**src/rtl/cop_lines_pkg.sv**
```systemverilog
package cop_lines_pkg;
  // Register offsets inside the host window
  localparam int unsigned OFF_MODE = 32'h000;
  localparam int unsigned OFF_HOLD = 32'h100;
  localparam int unsigned OFF_RST  = 32'h200;

  // Number of level lines driven toward the coprocessor
  localparam int unsigned NLINES   = 2;
  localparam int unsigned LINE_HOLD = 0;
  localparam int unsigned LINE_RST  = 1;

  // Status byte bit that reports "bus held and in reset"
  localparam int unsigned STAT_BIT = 0;
endpackage

```
**src/rtl/cop_addr_dec.sv**
```systemverilog
module cop_addr_dec
  import cop_lines_pkg::*;
#(
  parameter int unsigned ADDR_W = 14
) (
  input  logic [ADDR_W-1:0] addr,
  input  logic              rd_en,
  input  logic              wr_en,
  output logic [NLINES-1:0] line_wr,
  output logic              stat_rd,
  output logic              bad_acc
);
  localparam logic [ADDR_W-1:0] A_MODE = ADDR_W'(OFF_MODE);
  localparam logic [ADDR_W-1:0] A_HOLD = ADDR_W'(OFF_HOLD);
  localparam logic [ADDR_W-1:0] A_RST  = ADDR_W'(OFF_RST);

  logic hit_mode, hit_hold, hit_rst;
  logic wr_known;

  always_comb begin
    hit_mode = (addr == A_MODE);
    hit_hold = (addr == A_HOLD);
    hit_rst  = (addr == A_RST);
    wr_known = hit_mode | hit_hold | hit_rst;

    line_wr            = '0;
    line_wr[LINE_HOLD] = wr_en & hit_hold;
    line_wr[LINE_RST]  = wr_en & hit_rst;

    stat_rd = rd_en & hit_hold;
    bad_acc = (rd_en & ~hit_hold) | (wr_en & ~wr_known);
  end
endmodule

```
**src/rtl/cop_line_regs.sv**
```systemverilog
module cop_line_regs
  import cop_lines_pkg::*;
#(
  parameter int unsigned DATA_W = 8
) (
  input  logic              clk,
  input  logic              rst,
  input  logic [NLINES-1:0] line_wr,
  input  logic [DATA_W-1:0] wr_data,
  output logic [NLINES-1:0] line_q
);
  logic byte_zero;
  assign byte_zero = (wr_data == '0);

  for (genvar g = 0; g < NLINES; g++) begin : g_line
    always_ff @(posedge clk) begin
      if (rst)
        line_q[g] <= 1'b0;
      else if (line_wr[g])
        line_q[g] <= byte_zero;
    end
  end
endmodule

```
**src/rtl/cop_read_port.sv**
```systemverilog
module cop_read_port
  import cop_lines_pkg::*;
#(
  parameter int unsigned DATA_W = 8
) (
  input  logic              clk,
  input  logic              rst,
  input  logic              stat_rd,
  input  logic              bad_acc,
  input  logic [NLINES-1:0] line_q,
  output logic [DATA_W-1:0] rd_data,
  output logic              unhandled
);
  logic [DATA_W-1:0] stat_byte;

  always_comb begin
    stat_byte           = '0;
    stat_byte[STAT_BIT] = &line_q;
  end

  always_ff @(posedge clk) begin
    if (rst) begin
      rd_data   <= '0;
      unhandled <= 1'b0;
    end else begin
      rd_data   <= stat_rd ? stat_byte : '0;
      unhandled <= bad_acc;
    end
  end
endmodule

```
**src/rtl/cop_lines_ctrl.sv**
```systemverilog
module cop_lines_ctrl
  import cop_lines_pkg::*;
#(
  parameter int unsigned WIN_BYTES = 16384,
  parameter int unsigned DATA_W    = 8,
  parameter int unsigned ADDR_W    = $clog2(WIN_BYTES)
) (
  input  logic              clk,
  input  logic              rst,
  input  logic [ADDR_W-1:0] addr,
  input  logic [DATA_W-1:0] wr_data,
  input  logic              rd_en,
  input  logic              wr_en,
  output logic [DATA_W-1:0] rd_data,
  output logic              unhandled,
  output logic              bus_hold,
  output logic              cop_reset
);
  logic [NLINES-1:0] line_wr;
  logic [NLINES-1:0] line_q;
  logic              stat_rd;
  logic              bad_acc;

  cop_addr_dec #(.ADDR_W(ADDR_W)) u_dec (
    .addr    (addr),
    .rd_en   (rd_en),
    .wr_en   (wr_en),
    .line_wr (line_wr),
    .stat_rd (stat_rd),
    .bad_acc (bad_acc)
  );

  cop_line_regs #(.DATA_W(DATA_W)) u_regs (
    .clk     (clk),
    .rst     (rst),
    .line_wr (line_wr),
    .wr_data (wr_data),
    .line_q  (line_q)
  );

  cop_read_port #(.DATA_W(DATA_W)) u_rd (
    .clk       (clk),
    .rst       (rst),
    .stat_rd   (stat_rd),
    .bad_acc   (bad_acc),
    .line_q    (line_q),
    .rd_data   (rd_data),
    .unhandled (unhandled)
  );

  assign bus_hold  = line_q[LINE_HOLD];
  assign cop_reset = line_q[LINE_RST];
endmodule

```
**config.mk**
```make
export PLATFORM = sky130hd
export DESIGN_NAME = cop_lines_ctrl
export DESIGN_NICKNAME = d
export VERILOG_FILES = /design/src/rtl/cop_lines_pkg.sv /design/src/rtl/cop_addr_dec.sv /design/src/rtl/cop_line_regs.sv /design/src/rtl/cop_read_port.sv /design/src/rtl/cop_lines_ctrl.sv
export SDC_FILE = /design/constraint.sdc
export NUM_CORES = 1
export LEC_CHECK = 0
export CAP_MARGIN = 20
export CORE_MARGIN = 2
export CORE_UTILIZATION = 23
export CTS_BUF_LIST = sky130_fd_sc_hd__clkbuf_4 sky130_fd_sc_hd__clkbuf_8
export CTS_CLUSTER_SIZE = 28
export DETAILED_ROUTE_END_ITERATION = 6
export GPL_TIMING_DRIVEN = 0
export PLACE_DENSITY = 0.75
export SYNTH_ARGS = -nofsm -noshare
export SYNTH_HDL_FRONTEND = slang
export SYNTH_SLANG_ARGS = --single-unit
export TNS_END_PERCENT = 5
```
**constraint.sdc**
```tcl
create_clock -name clk -period 1.4 [get_ports clk]
set_input_delay 0.28 -clock clk [delete_from_list [all_inputs] [get_ports clk]]
set_output_delay 0.28 -clock clk [all_outputs]
set_load 0.05 [all_outputs]
```
==> parameters.txt, run 1 <==
Parameter                              Value

Clock tree
  Sink count of the clock tree    4
  Max Root-Sink Buffers    2
  # H-tree levels    1
  TritonCTS clock tree    yes
  Cts-stage hold buffer count    0
  CTS root buf    clkbuf_4
  Clock Latency Late Sink    0.23 ns
  Clock-pin slew reported for the worst setup and hold paths after clock tree synthesis    0.04 ns
  TritonCTS Buffers    3

Run
  # Max-Cap Violations    0

Synthesis
  Avg Cell Area, Syn    10.1 um^2
  Seq/Total Area, Yosys    26.4%
  Post-synthesis cell type with the largest combined area    dfxtp_1
  Area share of the largest cell type after synthesis    26.4%
  Number of flip-flops and latches in the synthesized netlist    4
  Count of warnings emitted by yosys    0
  Unique masters post-synth    15
  Cell types occupying the most area after synthesis    dfxtp_1 (26%), buf_4 (17%), nor4_4 (14%)
  Number of instances in the synthesized netlist    30
  Cell area after synthesis    303 um^2

Global routing
  Number of antenna violations at the first check in global routing    0
  Wire length of the first global-routing pass    1160 um
  Total gr overflow    0
  Pin count of the biggest net entering global routing    5
  Global-route usage over all layers    11.0%
  Vias in the first global route    323

Timing
  Setup_tns    -0.111 ns
  Post-layout minimum cycle time    1.46 ns
  Final Hold Fails    0
  Final setup violating endpoints    3
  Unrepaired setup endpoints after global routing    true
  Clock Skews    0.00123 ns
  Highest clock rate    0.684 GHz
  Min setup slack post-route    -0.0612 ns
  Final Max Slew Viols    0
  Final period utilization    104%

Worst setup path
  Arrival time at the worst endpoint    1.56 ns
  Sequence of cells on the critical path    buf_6, or4_4, nor4_4, buf_4, nand2b_1, a211oi_1
  Slowest cell on the critical path    or4_4
  Crit path capture type    flip-flop
  Kind of critical path    primary input to flip-flop
  Required time at the worst-slack endpoint    1.50 ns
  Max FO, Critical Path    2
  Highest cell delay on the worst timing path    0.56 ns
  Total buffers and inverters traversed by the critical path    2
  CP top delay family    simple AND/OR/NAND/NOR gates
  Startpoint kind of the worst setup timing path    primary input

Detailed routing
  First-pass DRT Iterations    2
  Post-detailed-routing wire length    700 um
  Remaining antenna violation count after routing    0
  Average detailed-routed wire length per instance    8.33 um
  Remaining design rule violation count    0
  Number of DRC markers in iteration 0    2
  Vias    339
  Per-cell via count in the routed design    4.04

Layout
  Area grow syn2layout    106%
  Register area    80.1 um^2
  Number of fillers in the final layout    120
  Area used by multi-input combinational logic    189 um^2
  Most used cells in the layout excluding fill and tap cells    clkdlybuf4s50_1 (13), buf_4 (8), conb_1 (7), buf_2 (5), dfxtp_1 (4)
  ANT cells    0
  Fraction of final layout cells sized beyond drive strength 1    39.1%
  Fin nets    97
  Final Instance Area    623 um^2
  Commonest non-fill, non-tap cell in the layout    clkdlybuf4s50_1

Die
  Std-Cell Rows    13
  Floorplan die width    40.3 um
  Overall die area    1620 um^2
  Effective utilization at floorplan    23.9%
  Top-Level Pins    37
  Core region area    1270 um^2
  Overall die height    40.3 um

Pwr
  Power per cell area    636 nW/um^2
  Maximum vdd ir drop    168 uV
  Portion of total power attributed to sequential cells    29.5%
  Internal Power    283 uW
  Share of total power in combinational logic    36.1%
  Net switching power    113 uW
  Reported leakage power    0.000287 uW
  Overall Power    396 uW
  Relative contribution of the clock network to total power    34.4%
  Switching power as a share of total power    28.5%

Placed design
  Placed standard-cell area    634 um^2
  HPWL after detailed placement    636 um
  Final estimated routing congestion in global placement    0.590
  Number of port buffers    29

Outcome
  Violated checks    setup timing
  Outcome    finished with violations

Hold path
  HP Class    flip-flop to flip-flop
metal layers:
layer  wire, um  up-vias  track usage (%)
met4          0        0             7.50
met2        363       23             19.8
li1           -      181                -
met5          0        -                0
met1        261      135             11.5
met3         75        0             1.67
cells by family (layout without fill, tap and decap cells):
group                  after synthesis  in the layout  synth area share, %
DFF                                  4              4                 26.4
AOI/OAI and AO/OA                    6              6                 14.0
and+or+nand+nor                     11             11                 39.7
other                                1              7                 1.24
buffers and inverters                8             41                 18.6
synthesized netlist by cell type:
| cell type | instances |
|---|---|
| buf_4 | 7 |
| dfxtp_1 | 4 |
| or4_4 | 3 |
| a211oi_1 | 2 |
| nand2b_1 | 2 |
| nor4_1 | 2 |
| nor4_4 | 2 |
| a21boi_0 | 1 |
| a21oi_1 | 1 |
| a311oi_1 | 1 |
| a31oi_1 | 1 |
| conb_1 | 1 |
| inv_1 | 1 |
| nand2_1 | 1 |
| nor4b_2 | 1 |
metrics by stage:
stage | std cells | hold WS [ns] | utilization, % | setup slack, ns
6_report | 84 | 0.487 | 49.1 | -0.0612
5_1_grt | 84 | 0.508 | 49.1 | -0.120
4_1_cts | 84 | 0.491 | 49.6 | -0.0844
3_5_place_dp | 80 | 0.487 | 50.0 | -0.610
3_3_place_gp | 80 | 0.478 | 50.0 | -0.563
2_1_floorplan | 36 | 0.353 | - | -0.114
area by class of cell:
class                      instances  area share, %
timing repair buffer              30           41.2
buffer                             7           8.43
tap                               15           3.01
multi-input combinational         24           30.3
sequential                         4           12.9
inverter                           1          0.602
clock buffer                       3           3.61
state kept, by name (all words and copies together) (netlist names):
register	count
u_rd.rd_data	1
u_regs.line_q	2
u_rd.unhandled	1
path summary, 6_finish.rpt:
check | start | cells after the start | to | slack (ns)
setup reg to reg | u_regs.line_q[0]$_SDFFE_PP0P_ | 2 | u_rd.rd_data[0]$_SDFF_PP0_ | 0.66
hold / removal | u_regs.line_q[1]$_SDFFE_PP0P_ | 2 | u_rd.rd_data[0]$_SDFF_PP0_ | 0.49
hold reg to reg | u_regs.line_q[1]$_SDFFE_PP0P_ | 2 | u_rd.rd_data[0]$_SDFF_PP0_ | 0.49
setup / recovery | addr[7] | 6 | u_rd.unhandled$_SDFF_PP0_ | -0.06
power by group through the flow:
stage	Clock, uW	Combinational [uW]	Sequential [uW]
2_1_floorplan	0	69.8	126
3_3_place_gp	0	154	119
3_5_place_dp	0	155	119
4_1_cts	141	142	117
5_1_grt	147	153	117
6_report	136	143	117
timing repair:
| action | 4_1_cts | 5_1_grt |
|---|---|---|
| pin swaps | 9 | 7 |
| setup endpoints to repair | 8 | 6 |
| gates resized for setup | 35 | 6 |
| setup buffers | 1 | 0 |
worst reg2reg max path, stage by stage (launching register included):
cell	delay [ns]
dfxtp_1	0.34
nand2_1	0.08
nor4b_2	0.23
Note: power is estimated with default switching activity, not from simulation.
==> run 2, diff against run 1 <==
- GPL_TIMING_DRIVEN: 0 -> 1
- SLEW_MARGIN: not set -> 20
==> run 2 against run 1 <==
Effect of this change: the run still ends with setup timing left; critical path depth fell by 1; flip-flop and latch count stayed put; die area stayed put; fmax grew 0.16%; clock-buffer cell count unchanged; clock skew increased by 0.0015 ns; sequential power is essentially flat; non-clock buffer count shrank 2; critical path type unchanged; largest power group unchanged.
==> parameters.txt, run 2 (synthesis gave the netlist of run 1 again) <==
Parameter                              Value

Worst setup path
  Kind of critical path    primary input to flip-flop (unchanged)
  Crit Reg-Reg Endpoint    u_rd.rd_data[0]$_SDFF_PP0_ (unchanged)
  Number of cells on the worst reg-to-reg path    2 (unchanged)
  Startpoint kind of the worst setup timing path    primary input (unchanged)
  Critical register-to-register path startpoint    u_regs.line_q[0]$_SDFFE_PP0P_ (unchanged)
  Arrival time at the worst endpoint    1.60 ns (was 1.56 ns)
  Max FO, Critical Path    4 (was 2)
  Required time at the worst-slack endpoint    1.54 ns (was 1.50 ns)
  Crit path capture type    flip-flop (unchanged)
  Minimum setup slack among reg-to-reg paths    0.60 ns (was 0.66 ns)

Layout
  Number of fillers in the final layout    113 (was 120)
  Final core occ    52.6% (was 49.1%)
  Most used cells in the layout excluding fill and tap cells    clkdlybuf4s50_1 (13), conb_1 (7), buf_4 (5) (was clkdlybuf4s50_1 (13), buf_4 (8), conb_1 (7), buf_2 (5), dfxtp_1 (4))
  Final Instance Area    667 um^2 (was 623 um^2)
  Fin nets    95 (was 97)
  ANT cells    0 (unchanged)
  Number of flip-flops under the largest register name    2 (unchanged)
  Register with the most flip-flops    u_regs.line_q (unchanged)
  Area grow syn2layout    120% (was 106%)
  Commonest non-fill, non-tap cell in the layout    clkdlybuf4s50_1 (unchanged)
  Registers with the most flip-flops    u_regs.line_q: 2 flops, u_rd.rd_data: 1 flops, u_rd.unhandled: 1 flops (unchanged)
  Fraction of final layout cells sized beyond drive strength 1    41.8% (was 39.1%)

Die
  Std-Cell Rows    13 (unchanged)
  Core region area    1270 um^2 (unchanged)
  Effective utilization at floorplan    23.9% (unchanged)
  Overall die area    1620 um^2 (unchanged)
  Overall die height    40.3 um (unchanged)
  Top-Level Pins    37 (unchanged)
  Floorplan die width    40.3 um (unchanged)

Detailed routing
  Met3 WL    83 um (was 75 um)
  Remaining design rule violation count    0 (unchanged)
  Average detailed-routed wire length per instance    9.26 um (was 8.33 um)
  Max Used Layer    met3 (unchanged)
  Post-detailed-routing wire length    759 um (was 700 um)
  First-pass DRT Iterations    2 (unchanged)
  Vias    362 (was 339)
  Per-cell via count in the routed design    4.41 (was 4.04)
  Routed metal-1 wire length    214 um (was 261 um)
  Remaining antenna violation count after routing    0 (unchanged)
  Number of DRC markers in iteration 0    1 (was 2)
  Routed met2 length    461 um (was 363 um)

Pwr
  Relative contribution of the clock network to total power    34.7% (was 34.4%)
  Power per cell area    593 nW/um^2 (was 636 nW/um^2)
  Portion of total power attributed to sequential cells    29.8% (was 29.5%)
  Overall Power    396 uW (about the same)
  Net switching power    114 uW (was 113 uW)
  Reported leakage power    0.000285 uW (was 0.000287 uW)
  Internal Power    281 uW (was 283 uW)
  Share of total power in combinational logic    35.4% (was 36.1%)
  Maximum vdd ir drop    253 uV (was 168 uV)
  Switching power as a share of total power    28.9% (was 28.5%)

Outcome
  Violated checks    setup timing (unchanged)
  Outcome    finished with violations (unchanged)

Clock tree
  TritonCTS Buffers    3 (unchanged)
  Cts-stage hold buffer count    0 (unchanged)
  Clock Latency Late Sink    0.23 ns (about the same)
  Max Root-Sink Buffers    2 (unchanged)
  CTS root buf    clkbuf_4 (unchanged)
  # H-tree levels    1 (unchanged)
  Clock-pin slew reported for the worst setup and hold paths after clock tree synthesis    0.04 ns (about the same)
  TritonCTS clock tree    yes (unchanged)
  Sink count of the clock tree    4 (unchanged)

Hold path
  HP Class    primary input to flip-flop (was flip-flop to flip-flop)
  Min-Delay Startpoint    addr[4] (was u_regs.line_q[1]$_SDFFE_PP0P_)
  Cell count of the worst hold path    4 (was 2)
  Worst hold path endpoint    u_rd.rd_data[0]$_SDFF_PP0_ (unchanged)

Timing
  Final setup violating endpoints    2 (was 3)
  Clock Skews    0.00272 ns (was 0.00123 ns)
  Final Max Slew Viols    0 (unchanged)
  Unrepaired setup endpoints after global routing    true (unchanged)
  Worst Hold Margin    0.496 ns (was 0.487 ns)
  Final period utilization    104% (about the same)
  Highest clock rate    0.685 GHz (was 0.684 GHz)
  Post-layout minimum cycle time    1.46 ns (about the same)
  Final Hold Fails    0 (unchanged)
  Min setup slack post-route    -0.0589 ns (was -0.0612 ns)

Global routing
  Vias in the first global route    355 (was 323)
  Pin count of the biggest net entering global routing    5 (unchanged)
  Number of antenna violations at the first check in global routing    0 (unchanged)
  Total gr overflow    0 (unchanged)
  Wire length of the first global-routing pass    1270 um (was 1160 um)
  Global-route usage over all layers    12.1% (was 11.0%)

Placed design
  Final estimated routing congestion in global placement    0.596 (was 0.590)
  HPWL after detailed placement    660 um (was 636 um)
  Placed standard-cell area    644 um^2 (was 634 um^2)
  Number of port buffers    29 (unchanged)

Run
  # Max-Cap Violations    0 (unchanged)
[run 2: cell types whose count changed in the layout (fill, tap and decap cells not counted)]
cell / previous run / this run
buf_12: 0 / 4
clkbuf_2: 3 / 2
buf_2: 5 / 4
buf_4: 8 / 5
dlygate4sd2_1: 3 / 0
buf_6: 2 / 4
[run 2: how the worst max path moves through the flow]
stage | start | depth (start not counted) | endpoint | slack [ns]
final | addr[4] | 5 | u_regs.line_q[0]$_SDFFE_PP0P_ | -0.06
after global routing | addr[7] | 5 | u_regs.line_q[1]$_SDFFE_PP0P_ | -0.11
after CTS | addr[4] | 6 | u_regs.line_q[1]$_SDFFE_PP0P_ | -0.13
after detailed placement | addr[13] | 5 | u_regs.line_q[0]$_SDFFE_PP0P_ | -0.57
after global placement | addr[13] | 5 | u_regs.line_q[0]$_SDFFE_PP0P_ | -0.54
after floorplan | addr[10] | 4 | u_regs.line_q[1]$_SDFFE_PP0P_ | -0.11
[run 2: power groups by stage]
stage / registers [uW] / logic, uW / clock network, uW
floorplan: 126 / 69.8 / 0
global placement: 120 / 148 / 0
detailed placement: 120 / 149 / 0
CTS: 118 / 140 / 142
global route: 118 / 151 / 149
finish: 118 / 140 / 137
[run 2: through the flow]
stage / std cells / setup TNS [ns] / setup WS [ns]
6_report: 82 / -0.0930 / -0.0589
4_1_cts: 82 / -0.315 / -0.131
5_1_grt: 82 / -0.274 / -0.109
3_5_place_dp: 76 / -2.19 / -0.574
3_3_place_gp: 76 / -2.07 / -0.540
2_1_floorplan: 36 / -0.326 / -0.114
[run 2: final cells by class]
class                           count  area, um^2  area share, %
Clock buffer                        3        22.5           3.38
Inverter                            1        3.75          0.563
Multi-Input combinational cell     24         189           28.3
Sequential cell                     4        80.1           12.0
Tap cell                           15        18.8           2.81
Timing Repair Buffer               35         353           52.9
[run 2: timing repair]
| action | in CTS | in global routing |
|---|---|---|
| setup endpoints to repair | 4 | 4 |
| buffers inserted | 3 | 0 |
| resized for setup | 33 | 4 |
| pin swaps | 9 | 6 |
[run 2: metal layers]
metal,vias up,track usage (%)
li1,177,-
met1,162,9.57
met2,23,25.0
met3,0,3.33
met4,0,7.50
met5,-,0
[run 2: worst max-delay path, cell delays in order]
cell and delay, ns:
buf_6 0.09, or4_4 0.56, nor4_4 0.37, a21oi_1 0.11, a211oi_1 0.20
==> run 3, diff against run 2 <==
- CORE_MARGIN: 2 -> not set
==> run 3 against run 2 <==
Effect of this change: the flow still finishes with violations (setup timing); flip-flop and latch count is the same; critical path type unchanged; via count is 2.5% lower; combinational power about the same; power down 0.16%; worst setup slack improved by 0.0013 ns; largest power group is now the clock network; critical path depth is 1 higher; largest cell class unchanged.
==> parameters.txt, run 3 (synthesis gave the netlist of run 1 again) <==
Parameter                              Value

Layout
  ANT cells    0 (unchanged)
  Non-filler instance count after layout    80 (was 82)
  Number of fillers in the final layout    115 (was 113)
  Number of flip-flops under the largest register name    2 (unchanged)
  Final core occ    55.8% (was 52.6%)
  Final Instance Area    653 um^2 (was 667 um^2)
  Commonest non-fill, non-tap cell in the layout    clkdlybuf4s50_1 (unchanged)
  Most used cells in the layout excluding fill and tap cells    clkdlybuf4s50_1 (13), conb_1 (7), buf_2 (7), buf_12 (4), dfxtp_1 (4) (was clkdlybuf4s50_1 (13), conb_1 (7), buf_4 (5))
  Fin nets    94 (was 95)
  Register with the most flip-flops    u_regs.line_q (unchanged)
  Area grow syn2layout    116% (was 120%)
  Fraction of final layout cells sized beyond drive strength 1    39.4% (was 41.8%)
  Registers with the most flip-flops    u_regs.line_q: 2 flops, u_rd.rd_data: 1 flops, u_rd.unhandled: 1 flops (unchanged)

Worst setup path
  Critical register-to-register path startpoint    u_regs.line_q[1]$_SDFFE_PP0P_ (was u_regs.line_q[0]$_SDFFE_PP0P_)
  Number of cells on the worst reg-to-reg path    2 (unchanged)
  Arrival time at the worst endpoint    1.61 ns (was 1.60 ns)
  Kind of critical path    primary input to flip-flop (unchanged)
  Crit path capture type    flip-flop (unchanged)
  Slowest cell on the critical path    or4_4 (unchanged)
  Worst setup endpoint    u_regs.line_q[0]$_SDFFE_PP0P_ (unchanged)
  Critical path's most frequent cell    buf_6
  Minimum setup slack among reg-to-reg paths    0.60 ns (about the same)
  Worst setup path startpoint    addr[4] (unchanged)
  Crit Reg-Reg Endpoint    u_rd.rd_data[0]$_SDFF_PP0_ (unchanged)
  Required time at the worst-slack endpoint    1.55 ns (was 1.54 ns)
  Startpoint kind of the worst setup timing path    primary input (unchanged)
  Sequence of cells on the critical path    buf_6, or4_4, buf_6, nor4_4, a21oi_1, a211oi_1 (was buf_6, or4_4, nor4_4, a21oi_1, a211oi_1)
  Max FO, Critical Path    4 (unchanged)
  Highest cell delay on the worst timing path    0.53 ns (was 0.56 ns)

Timing
  Final Max Slew Viols    0 (unchanged)
  Post-layout minimum cycle time    1.46 ns (about the same)
  Unrepaired setup endpoints after global routing    true (unchanged)
  Final Hold Fails    0 (unchanged)
  Setup_tns    -0.0784 ns (was -0.0930 ns)
  Clock Skews    0.00164 ns (was 0.00272 ns)
  Min setup slack post-route    -0.0576 ns (was -0.0589 ns)
  Final setup violating endpoints    2 (unchanged)
  Final period utilization    104% (about the same)
  Worst Hold Margin    0.511 ns (was 0.496 ns)
  Highest clock rate    0.686 GHz (was 0.685 GHz)

Clock tree
  Clock-pin slew reported for the worst setup and hold paths after clock tree synthesis    0.03 ns (was 0.04 ns)
  TritonCTS clock tree    yes (unchanged)
  Clock Latency Late Sink    0.23 ns (about the same)
  Cts-stage hold buffer count    0 (unchanged)
  # H-tree levels    1 (unchanged)
  Sink count of the clock tree    4 (unchanged)
  CTS root buf    clkbuf_4 (unchanged)
  Max Root-Sink Buffers    2 (unchanged)
  TritonCTS Buffers    3 (unchanged)

Detailed routing
  Vias    353 (was 362)
  Remaining antenna violation count after routing    0 (unchanged)
  Post-detailed-routing wire length    687 um (was 759 um)
  Number of DRC markers in iteration 0    0 (was 1)
  First-pass DRT Iterations    1 (was 2)
  Average detailed-routed wire length per instance    8.59 um (was 9.26 um)
  Remaining design rule violation count    0 (unchanged)
  Per-cell via count in the routed design    4.41 (about the same)

Placed design
  Placed standard-cell area    651 um^2 (was 644 um^2)
  Number of port buffers    29 (unchanged)
  Final estimated routing congestion in global placement    0.641 (was 0.596)
  Total placed cells including tap cells    76 (unchanged)
  HPWL after detailed placement    651 um (was 660 um)

Pwr
  Power per cell area    605 nW/um^2 (was 593 nW/um^2)
  Reported leakage power    0.000277 uW (was 0.000285 uW)
  Maximum vdd ir drop    237 uV (was 253 uV)

Die
  Overall die height    38.3 um (was 40.3 um)
  Effective utilization at floorplan    25.9% (was 23.9%)
  Std-Cell Rows    12 (was 13)
  Core region area    1170 um^2 (was 1270 um^2)
  Overall die area    1470 um^2 (was 1620 um^2)
  Top-Level Pins    37 (unchanged)
  Floorplan die width    38.3 um (was 40.3 um)

Global routing
  Number of antenna violations at the first check in global routing    0 (unchanged)
  Global-route usage over all layers    12.5% (was 12.1%)
  Vias in the first global route    358 (was 355)
  Total gr overflow    0 (unchanged)
  Met3 capacity usage during global routing    1.74% (was 3.33%)
  Pin count of the biggest net entering global routing    5 (unchanged)
  Wire length of the first global-routing pass    1260 um (was 1270 um)
  Met2 usage in global routing    23.3% (was 25.0%)
  Met1 Resource Use GR    11.7% (was 9.57%)
  Layer with the highest usage    met2 (unchanged)

Hold path
  HP Class    primary input to flip-flop (unchanged)

Outcome
  Outcome    finished with violations (unchanged)
  Violated checks    setup timing (unchanged)

Run
  # Max-Cap Violations    0 (unchanged)
## run 3: cell types whose count changed in the layout (fill, tap and decap cells not counted)
cell           delta
buf_2             +3
buf_4             -2
buf_6             -1
clkbuf_2          -2
dlygate4sd2_1     +1
## run 3: power breakdown
part | internal, uW | switching [uW]
sequential | 117 | 1.44
clock | 95.6 | 43.0
combinational | 67.7 | 70.7
total | 280 | 115
## run 3: area by class of cell
class	count	area (um^2)	share of cell area [%]
repair buffers	34	340	52.1
flip-flops and latches	4	80.1	12.3
inverters	1	3.75	0.575
well taps	14	17.5	2.68
multi-input cells	24	189	28.9
clock buffers	3	22.5	3.45
## run 3: stage by stage
stage | setup WS (ns) | power, uW
2_1_floorplan | -0.114 | 195
3_3_place_gp | -0.546 | 268
3_5_place_dp | -0.601 | 269
4_1_cts | -0.145 | 403
5_1_grt | -0.160 | 420
6_report | -0.0576 | 395
## run 3: layer usage
layer	wire length (um)	up-vias	part of all wire, %
met1	225	150	33
met3	72	2	10
li1	-	177	-
met4	9	0	1.3
met2	380	24	55
met5	0	-	0
## run 3: worst min path at each step
stage,depth (start not counted),end,startpoint
final,4,u_rd.rd_data[0]$_SDFF_PP0_,addr[7]
after global routing,4,u_rd.rd_data[0]$_SDFF_PP0_,addr[7]
after CTS,4,u_rd.rd_data[0]$_SDFF_PP0_,addr[7]
after detailed placement,2,u_rd.rd_data[0]$_SDFF_PP0_,u_regs.line_q[1]$_SDFFE_PP0P_
after global placement,2,u_rd.rd_data[0]$_SDFF_PP0_,u_regs.line_q[1]$_SDFFE_PP0P_
after floorplan,1,u_rd.unhandled$_SDFF_PP0_,rst
## run 3: critical path: cells and delay by family
family / cells / cell delay (ns)
compound gates: 2 / 0.30
simple gates: 2 / 0.79
buf+inv: 2 / 0.23
## run 3: what timing repair did
action	in CTS	in global routing
pin swaps	9	3
buffers inserted	1	0
setup endpoints to repair	4	4
gates resized for setup	33	1
